**config.mk**
```make
export PLATFORM = sky130hd
export DESIGN_NAME = cpu_intr_deliver
export DESIGN_NICKNAME = d
export VERILOG_FILES = /design/src/rtl/cpu_intr_deliver.sv
export SDC_FILE = /design/constraint.sdc
export NUM_CORES = 1
export LEC_CHECK = 0
export BUFFER_PORTS_ARGS = -buffer_cell sky130_fd_sc_hd__buf_2
export CORE_ASPECT_RATIO = 0.5
export CORE_MARGIN = 3
export CORE_UTILIZATION = 40
export CTS_CLUSTER_SIZE = 30
export DETAILED_ROUTE_END_ITERATION = 10
export GPL_TIMING_DRIVEN = 1
export PLACE_DENSITY = 0.61
export SETUP_SLACK_MARGIN = 0.3
export SKIP_CTS_REPAIR_TIMING = 1
export SYNTH_ARGS = -nofsm -noshare
export SYNTH_HDL_FRONTEND = slang
export SYNTH_SLANG_ARGS = --single-unit
```
**constraint.sdc**
```tcl
create_clock -name clk -period 52.9 [get_ports clk]
set_clock_uncertainty 0.2 [all_clocks]
set_input_delay 5.29 -clock clk [delete_from_list [all_inputs] [get_ports clk]]
set_output_delay 5.29 -clock clk [all_outputs]
set_load 0.01 [all_outputs]
```
**src/rtl/cpu_intr_deliver.sv**
```systemverilog
module cpu_intr_deliver #(
  parameter int NSRC = 8,
  parameter int PW   = 5,
  parameter int TPW  = 4,
  parameter int VW   = 8
) (
  input  logic               clk,
  input  logic               rst_n,
  input  logic [NSRC*PW-1:0] src_prio,
  input  logic [NSRC*VW-1:0] src_vec,
  input  logic [NSRC-1:0]    src_level,
  input  logic [NSRC-1:0]    raise_req,
  input  logic [NSRC-1:0]    act_clear,
  input  logic               ack_rd,
  input  logic               eoi_we,
  input  logic               tpr_we,
  input  logic               spv_we,
  input  logic [VW-1:0]      wdata,
  output logic               cpu_irq,
  output logic [VW-1:0]      ack_vec,
  output logic [TPW-1:0]     task_prio,
  output logic [VW-1:0]      spur_vec,
  output logic [NSRC-1:0]    src_active
);
  localparam int IW = (NSRC > 1) ? $clog2(NSRC) : 1;

  logic [NSRC-1:0] pend_q, serv_q;
  logic [PW-1:0]   pr [NSRC];
  logic [VW-1:0]   vc [NSRC];
  logic [PW-1:0]   tpr_x;

  for (genvar g = 0; g < NSRC; g++) begin : g_unpack
    assign pr[g] = src_prio[g*PW +: PW];
    assign vc[g] = src_vec[g*VW +: VW];
  end
  assign tpr_x = PW'(task_prio);

  logic [PW-1:0]   p_best, s_best, pr_best, sr_best;
  logic [IW-1:0]   p_idx, s_idx;
  logic [NSRC-1:0] acc, ack_oh, eoi_oh;
  logic            raise_fire, ack_hit, ack_ok, eoi_fire;

  always_comb begin
    p_best = '0; p_idx = '0;
    s_best = '0; s_idx = '0;
    for (int i = 0; i < NSRC; i++) begin
      if (pend_q[i] && pr[i] > p_best) begin p_best = pr[i]; p_idx = IW'(i); end
      if (serv_q[i] && pr[i] > s_best) begin s_best = pr[i]; s_idx = IW'(i); end
    end
    acc = '0;
    raise_fire = 1'b0;
    for (int i = 0; i < NSRC; i++) begin
      if (raise_req[i] && !pend_q[i] && pr[i] > tpr_x) begin
        acc[i] = 1'b1;
        if (pr[i] > p_best) raise_fire = 1'b1;
      end
    end
    ack_hit = ack_rd && (p_best != '0);
    ack_oh  = ack_hit ? (NSRC'(1) << p_idx) : '0;
    ack_ok  = ack_hit && src_active[p_idx] && (p_best > tpr_x);
    eoi_oh  = (eoi_we && s_best != '0) ? (NSRC'(1) << s_idx) : '0;
    pr_best = '0;
    sr_best = '0;
    for (int i = 0; i < NSRC; i++) begin
      if (pend_q[i] && !ack_oh[i] && pr[i] > pr_best) pr_best = pr[i];
      if (serv_q[i] && !eoi_oh[i] && pr[i] > sr_best) sr_best = pr[i];
    end
    eoi_fire = eoi_we && (pr_best > sr_best);
  end

  logic [NSRC-1:0] act_n;
  always_comb begin
    act_n = src_active & ~act_clear;
    if (ack_hit && (!ack_ok || !src_level[p_idx])) act_n = act_n & ~ack_oh;
    act_n = act_n | acc;
  end

  always_ff @(posedge clk or negedge rst_n) begin
    if (!rst_n) begin
      pend_q     <= '0;
      serv_q     <= '0;
      src_active <= '0;
      cpu_irq    <= 1'b0;
      ack_vec    <= '1;
      task_prio  <= '1;
      spur_vec   <= '1;
    end else begin
      pend_q     <= (pend_q & ~ack_oh) | acc;
      serv_q     <= (serv_q & ~eoi_oh) | (ack_ok ? ack_oh : '0);
      src_active <= act_n;
      cpu_irq    <= raise_fire | eoi_fire | (cpu_irq & ~ack_rd);
      if (ack_rd)  ack_vec   <= ack_ok ? vc[p_idx] : spur_vec;
      if (tpr_we)  task_prio <= wdata[TPW-1:0];
      if (spv_we)  spur_vec  <= wdata;
    end
  end
endmodule

```
Word level (Yosys, flattened, before mapping):

Index checks and enable logic that the tools add are counted.

* bits in registers: 45
* input port bits: 142
* output and inout bits: 29

* bitwise gates (word level): 15
* shifts and indexed selects: 2
* reductions and logical operators: 99
* $lt $le $gt $ge: 49
* muxes and demuxes: 82

Operators with widths (number)
* > comparator 5 bit: 37
* 2-to-1 mux 5 bit: 32
* logical AND 1 bit: 70
* 2-to-1 mux 8 bit: 7
* > comparator 5 x 4 -> 1 bit: 9
* 2-to-1 mux 3 bit: 12
* AND 8 bit: 4
* 2-to-1 mux 1 bit: 28
* zero test 1 bit: 26
* binary-select mux 8 bit (select 3 bit): 1
* inverter 8 bit: 3
* OR 8 bit: 3
* << shifter 1 x 3 -> 8 bit, first input constant: 2
* nonzero test 5 bit: 2
* binary-select mux 1 bit (select 3 bit): 2
* > comparator 5 x 1 -> 1 bit, second input constant: 1
* greater-or-equal comparator 4 bit, second input constant: 1
* less-than comparator 3 x 4 -> 1 bit, second input constant: 1
* inverter 3 -> 4 bit: 1
* OR 1 bit: 2
* AND 1 bit: 1
* logical OR 1 bit: 1
* inverter 1 bit: 1

Logic depth before layout (Yosys ltp):

* word-level depth: 56
* depth in mapped cells: 139

Worst setup path before layout:

No wires, ideal clock.

* path kind: in2reg
* from: in src_prio[2]
* to: reg cpu_irq
* library setup time: 140 ps
* slack: 23835 ps
* buffers on the path: 10
* arrival time: 28725 ps
* cell stages on the path: 125
* data required time: 52560 ps
* path through: and2_1 -> inv_1 -> ha_1 -> a21oi_1 -> o21ai_1 -> o21ai_0 -> nand2_1 -> o21ai_0 -> inv_1 -> ha_1 -> a21boi_0 -> a311o_1 -> o21ai_1 -> a221oi_4 -> buf_6 -> mux2i_1 -> inv_1 -> ha_1 -> [89 not listed] -> ha_1 -> nor2b_1 -> o21a_1 -> o21ai_0 -> nand2b_1 -> a21oi_1 -> or4_1 -> buf_1 -> mux2i_1 -> ha_1 -> nor2b_1 -> o21a_1 -> o21ai_0 -> nand2b_1 -> a21oi_1 -> o22ai_1 -> a21oi_1 -> nand4_1

* cells in the longest elaborated chain, start to end: 56
* elaborated cells between the ends (all ways): 177
* classes of those cells: order compare: 39; shift: 2; mux: 64; bitwise: 2; reduce/logical: 70

RTL lines
* start, declared: RTL line 9 `input logic [NSRC*PW-1:0] src_prio,`
* > comparator 5 x 1 -> 1 bit
* logical AND 1 bit, on equally long branches: RTL line 47, 48
* 2-to-1 mux 5 bit, on equally long branches: RTL line 47, 48
* > comparator 5 bit, on equally long branches: RTL line 47, 48
* logical AND 1 bit, on equally long branches: RTL line 47, 48
* 2-to-1 mux 5 bit, on equally long branches: RTL line 47, 48
* > comparator 5 bit, on equally long branches: RTL line 47, 48
* logical AND 1 bit, on equally long branches: RTL line 47, 48
* [39 not listed]
* logical AND 1 bit, on equally long branches: RTL line 65, 66
* 2-to-1 mux 5 bit, on equally long branches: RTL line 65, 66
* > comparator 5 bit, on equally long branches: RTL line 65, 66
* logical AND 1 bit, on equally long branches: RTL line 65, 66
* 2-to-1 mux 5 bit, on equally long branches: RTL line 65, 66
* > comparator 5 bit: RTL line 68 `eoi_fire = eoi_we && (pr_best > sr_best);`
* logical AND 1 bit: RTL line 68
* OR 1 bit * (2 in a row): RTL line 91 `cpu_irq <= raise_fire | eoi_fire | (cpu_irq & ~ack_rd);`
* end signal, assigned: RTL line 91
* end, declared: RTL line 19 `output logic cpu_irq,`

Mark *: on every way between the ends. The rest lies on a longest branch, timed or not.
A chain may end at the register's enable or synchronous reset.

Worst setup path after layout:

* from: in src_prio[1]
* to: reg cpu_irq

The elaborated chain is that of the path after synthesis.

==> insert_results.sql <==
INSERT INTO impl_metrics (metric_group, metric, value, unit) VALUES
('route', 'routed_wl', '45720', 'microns'),
('floorplanning', 'design.die.area', '30620', 'sq um'),
('yosys', 'synth-seq-cells', '45', ''),
('setup_path', 'category_of_the_worst_setup_path_launch_point', 'input pin', ''),
('yosys', 'syn-instance-count', '1511', ''),
('route', 'routed-wl-met2', '19740', 'microns'),
('final_layout', 'final_nets', '1970', ''),
('yosys', 'ys.warnings.count', '0', ''),
('timing', 'fmax', '0.02905', 'GHz'),
('floorplanning', 'start_util', '41.86', '%'),
('final_layout', 'utilization', '47.08', '%'),
('route', 'detail_route.drc_violations', '0', ''),
('route', 'dr.max_layer_used', 'met4', ''),
('floorplanning', 'die_height', '125.2', 'microns'),
('floorplanning', 'core-area', '27170', 'sq um'),
('final_layout', 'commonest_non_fill_non_tap_cells_in_the_layout', 'sky130_fd_sc_hd__ha_1 (175), sky130_fd_sc_hd__buf_2 (170), sky130_fd_sc_hd__nand2_1 (139)', ''),
('timing', 'worst_slew_pin_slew', '1.349', 'ns'),
('setup_path', 'regToRegSetupSlack', '23.15', 'ns'),
('cts', 'insertion_delay', '0.31', 'ns'),
('outcome', 'result_of_the_run', 'complete, no violations', ''),
('cts', 'clock_tree.buffer_depth', '2', ''),
('hold_path', 'worst_hold_path.num_cells', '1', ''),
('place', 'placement.io_buffers', '170', ''),
('setup_path', 'crit-reg2reg-launch', 'serv_q[0]', ''),
('yosys', 'synth-async-reset-ratio', '100.0', '%'),
('route', 'wl_met1', '20750', 'microns'),
('timing', 'finalSetupViolations', '0', ''),
('timing', 'timing_hold_violations_final', '0', ''),
('cts', 'cts.reportedPaths.clkPinSlew', '0.07', 'ns'),
('global_routing', 'grt_remaining_overflow', '0', ''),
('cts', 'cts_sinks', '45', ''),
('floorplanning', 'core.rowCount', '42', ''),
('route', 'drtIter0Drc', '1314', ''),
('global_routing', 'grt_start_max_net_pins', '46', ''),
('setup_path', 'cp_common_cell', 'sky130_fd_sc_hd__ha_1', ''),
('setup_path', 'critical_path.slowest_cell', 'sky130_fd_sc_hd__nor2_1', ''),
('final_layout', 'area_grow_syn2layout', '12.48', '%'),
('final_layout', 'share_of_final_layout_standard_cells_stronger_than_drive_strength_1', '19.71', '%'),
('cts', 'clock_tree.root_cell', 'sky130_fd_sc_hd__clkbuf_16', ''),
('floorplanning', 'io-pin-count', '171', ''),
('global_routing', 'number_of_antenna_violations_at_the_first_check_in_global_routing', '0', ''),
('cts', 'cts-buffers-inserted', '5', ''),
('route', 'routed_via_density', '6.273', ''),
('timing', 'slew_violations', '0', ''),
('timing', 'rsz0062_at_grt', 'false', ''),
('global_routing', 'first_global_vias', '12430', ''),
('setup_path', 'cp_data_required_time', '52.85', 'ns'),
('yosys', 'synth_edf_count', '0', ''),
('place', 'globalplace.congestion', '0.9889', ''),
('setup_path', 'crit_path_max_incr_delay', '0.88', 'ns'),
('yosys', 'mappedNetlistNets', '1828', ''),
('global_routing', 'global_route.usage.total', '28.69', '%'),
('yosys', 'avgSynthCellArea', '7.527', 'sq um'),
('flow_run', 'drv_cap', '0', ''),
('setup_path', 'timing.critical_path.fanout_max', '15', ''),
('final_layout', 'insertedDiodeCount', '0', ''),
('setup_path', 'worst-r2r-cell-count', '125', ''),
('final_layout', 'most_common_cell_after_layout_fill_and_taps_aside', 'sky130_fd_sc_hd__ha_1', ''),
('cts', 'tritoncts_clock_tree', 'yes', ''),
('route', 'drt.antenna.violating_nets', '0', ''),
('cts', 'htree_num_levels', '2', ''),
('yosys', 'synth-seq-area-share', '10.12', '%'),
('timing', 'finalWorstPathRequiredPeriod', '34.43', 'ns'),
('route', 'detailroute.wirelength.met3', '4365', 'microns'),
('setup_path', 'cp.arrival', '34.38', 'ns'),
('floorplanning', 'chipWidth', '244.5', 'microns'),
('hold_path', 'timing.hold.worst.class', 'reg2reg', ''),
('timing', 'slew-limit-headroom', '9.719', '%'),
('route', 'vias', '12720', ''),
('yosys', 'postSynth.topFlopCell', 'sky130_fd_sc_hd__dfrtp_1', ''),
('timing', 'fin_tns_setup', '0', 'ns'),
('timing', 'post-route-period-util', '65.08', '%'),
('route', 'routed_wire_length_per_instance', '22.54', 'microns'),
('route', 'drtPass1Iterations', '6', ''),
('global_routing', 'wire_length_of_the_first_global_routing_pass', '69940', 'microns'),
('setup_path', 'timing_worst_setup_path_type', 'in2reg', ''),
('place', 'post-dp-hpwl', '36730', 'microns'),
('setup_path', 'timing.critical_path.to_type', 'register', ''),
('setup_path', 'timing.critical_path.from', 'src_prio[1]', ''),
('hold_path', 'timing.hold.worst.start', 'serv_q[1]', ''),
('yosys', 'post_synth_num_cell_types', '107', ''),
('timing', 'fin_hold_ws', '0.3013', 'ns'),
('yosys', 'netlist_area_before_placement', '11370', 'sq um');
[cell families after synthesis]
family                     after synthesis  synth area share (%)
buffers and inverters                  169                 5.775
muxes                                   99                 9.329
xor gates and xnor gates                25                 1.991
DFF                                     45                 10.12
AOI/OAI and AO/OA                      495                 31.18
adders and majority gates              186                 20.24
and+or+nand+nor                        492                 21.36
[metal layers]
layer | vias to the layer above | global-route usage (%)
li1 | 5985 | -
met1 | 6059 | 39.75
met2 | 609 | 44.62
met3 | 68 | 7.552
met4 | 0 | 6.551
met5 | - | 0
[cell type report]
type / instances / area [sq um]
inverter: 114 / 427.9
multi-input combinational: 1297 / 9575
clock buffer: 5 / 125.1
tap: 374 / 467.9
timing repair buffer: 190 / 1001
sequential: 45 / 1151
fill: 2785 / 14380
clock inverter: 3 / 43.79
[state kept, by name, indices dropped and copies added, names as in the netlist]
register and cells:
task_prio 4, spur_vec 8, cpu_irq 1, serv_q 8
pend_q 8, ack_vec 8, src_active 8
[synthesized netlist by cell type, types with 6 or more instances]
library cell                  n  share of area, %
sky130_fd_sc_hd__maj3_1       9              0.79
sky130_fd_sc_hd__or2_2       10              0.55
sky130_fd_sc_hd__buf_2        6              0.26
sky130_fd_sc_hd__a211oi_1     9              0.59
sky130_fd_sc_hd__inv_1      108               3.6
sky130_fd_sc_hd__a221oi_1     7              0.54
sky130_fd_sc_hd__and2_1      12              0.66
sky130_fd_sc_hd__dfrtp_1     25               5.5
sky130_fd_sc_hd__nand2_1    139               4.6
sky130_fd_sc_hd__nor2b_1     32               1.8
sky130_fd_sc_hd__nor4_1      16              0.88
sky130_fd_sc_hd__xnor2_1     20               1.5
sky130_fd_sc_hd__nand3_1     39               1.7
sky130_fd_sc_hd__o211ai_1    19               1.3
sky130_fd_sc_hd__clkbuf_1    43               1.4
sky130_fd_sc_hd__o21a_1      29               1.9
sky130_fd_sc_hd__mux2i_1     51               4.5
sky130_fd_sc_hd__a31o_2       7              0.54
sky130_fd_sc_hd__nor2_1     125               4.1
sky130_fd_sc_hd__a21oi_1    102               4.5
sky130_fd_sc_hd__a311oi_1     6              0.46
sky130_fd_sc_hd__dfstp_2     20               4.6
sky130_fd_sc_hd__o21ai_0     97               4.3
sky130_fd_sc_hd__a41oi_1     11              0.85
sky130_fd_sc_hd__nor3b_1      8              0.53
sky130_fd_sc_hd__a31oi_1     27               1.5
sky130_fd_sc_hd__a22oi_1     38               2.5
sky130_fd_sc_hd__nand2b_1    36               2.0
sky130_fd_sc_hd__ha_1       175                19
sky130_fd_sc_hd__o31ai_1      7              0.46
sky130_fd_sc_hd__o211a_1     10              0.88
sky130_fd_sc_hd__o221ai_1     7              0.54
sky130_fd_sc_hd__a21o_1      14              0.92
sky130_fd_sc_hd__nor3_1      18              0.79
sky130_fd_sc_hd__o2111ai_1    9              0.69
sky130_fd_sc_hd__mux2_2      44               4.4
sky130_fd_sc_hd__and3_1      20               1.1
[stage by stage]
stage / area (sq um) / setup WS (ns) / instances
3_3_place_gp: 12620 / 19.06 / 2020
3_5_place_dp: 12620 / 18.82 / 2020
2_1_floorplan: 11370 / 23.83 / 1511
6_report: 12790 / 18.47 / 2028
4_1_cts: 12790 / 19.05 / 2028
5_1_grt: 12790 / 16.19 / 2028
[worst paths after layout]
kind / end
worst max-delay path: cpu_irq
worst min-delay path: serv_q[1]
worst max register to register: cpu_irq
worst min register to register: serv_q[1]
max in group asynchronous: pend_q[1]
min in group asynchronous: serv_q[7]
[worst max-delay path, delay by kind of cell]
family	cells	cell delay [ns]
adder cells (fa/ha/maj)	15	4.62
AO/OA/AOI/OAI	60	15.28
multiplexers	8	2.26
buffers and inverters	11	1.56
AND/OR/NAND/NOR	32	5.31
Power is not shown: default switching activity piles up to over one toggle a cycle in this logic, so the estimate is an artifact.
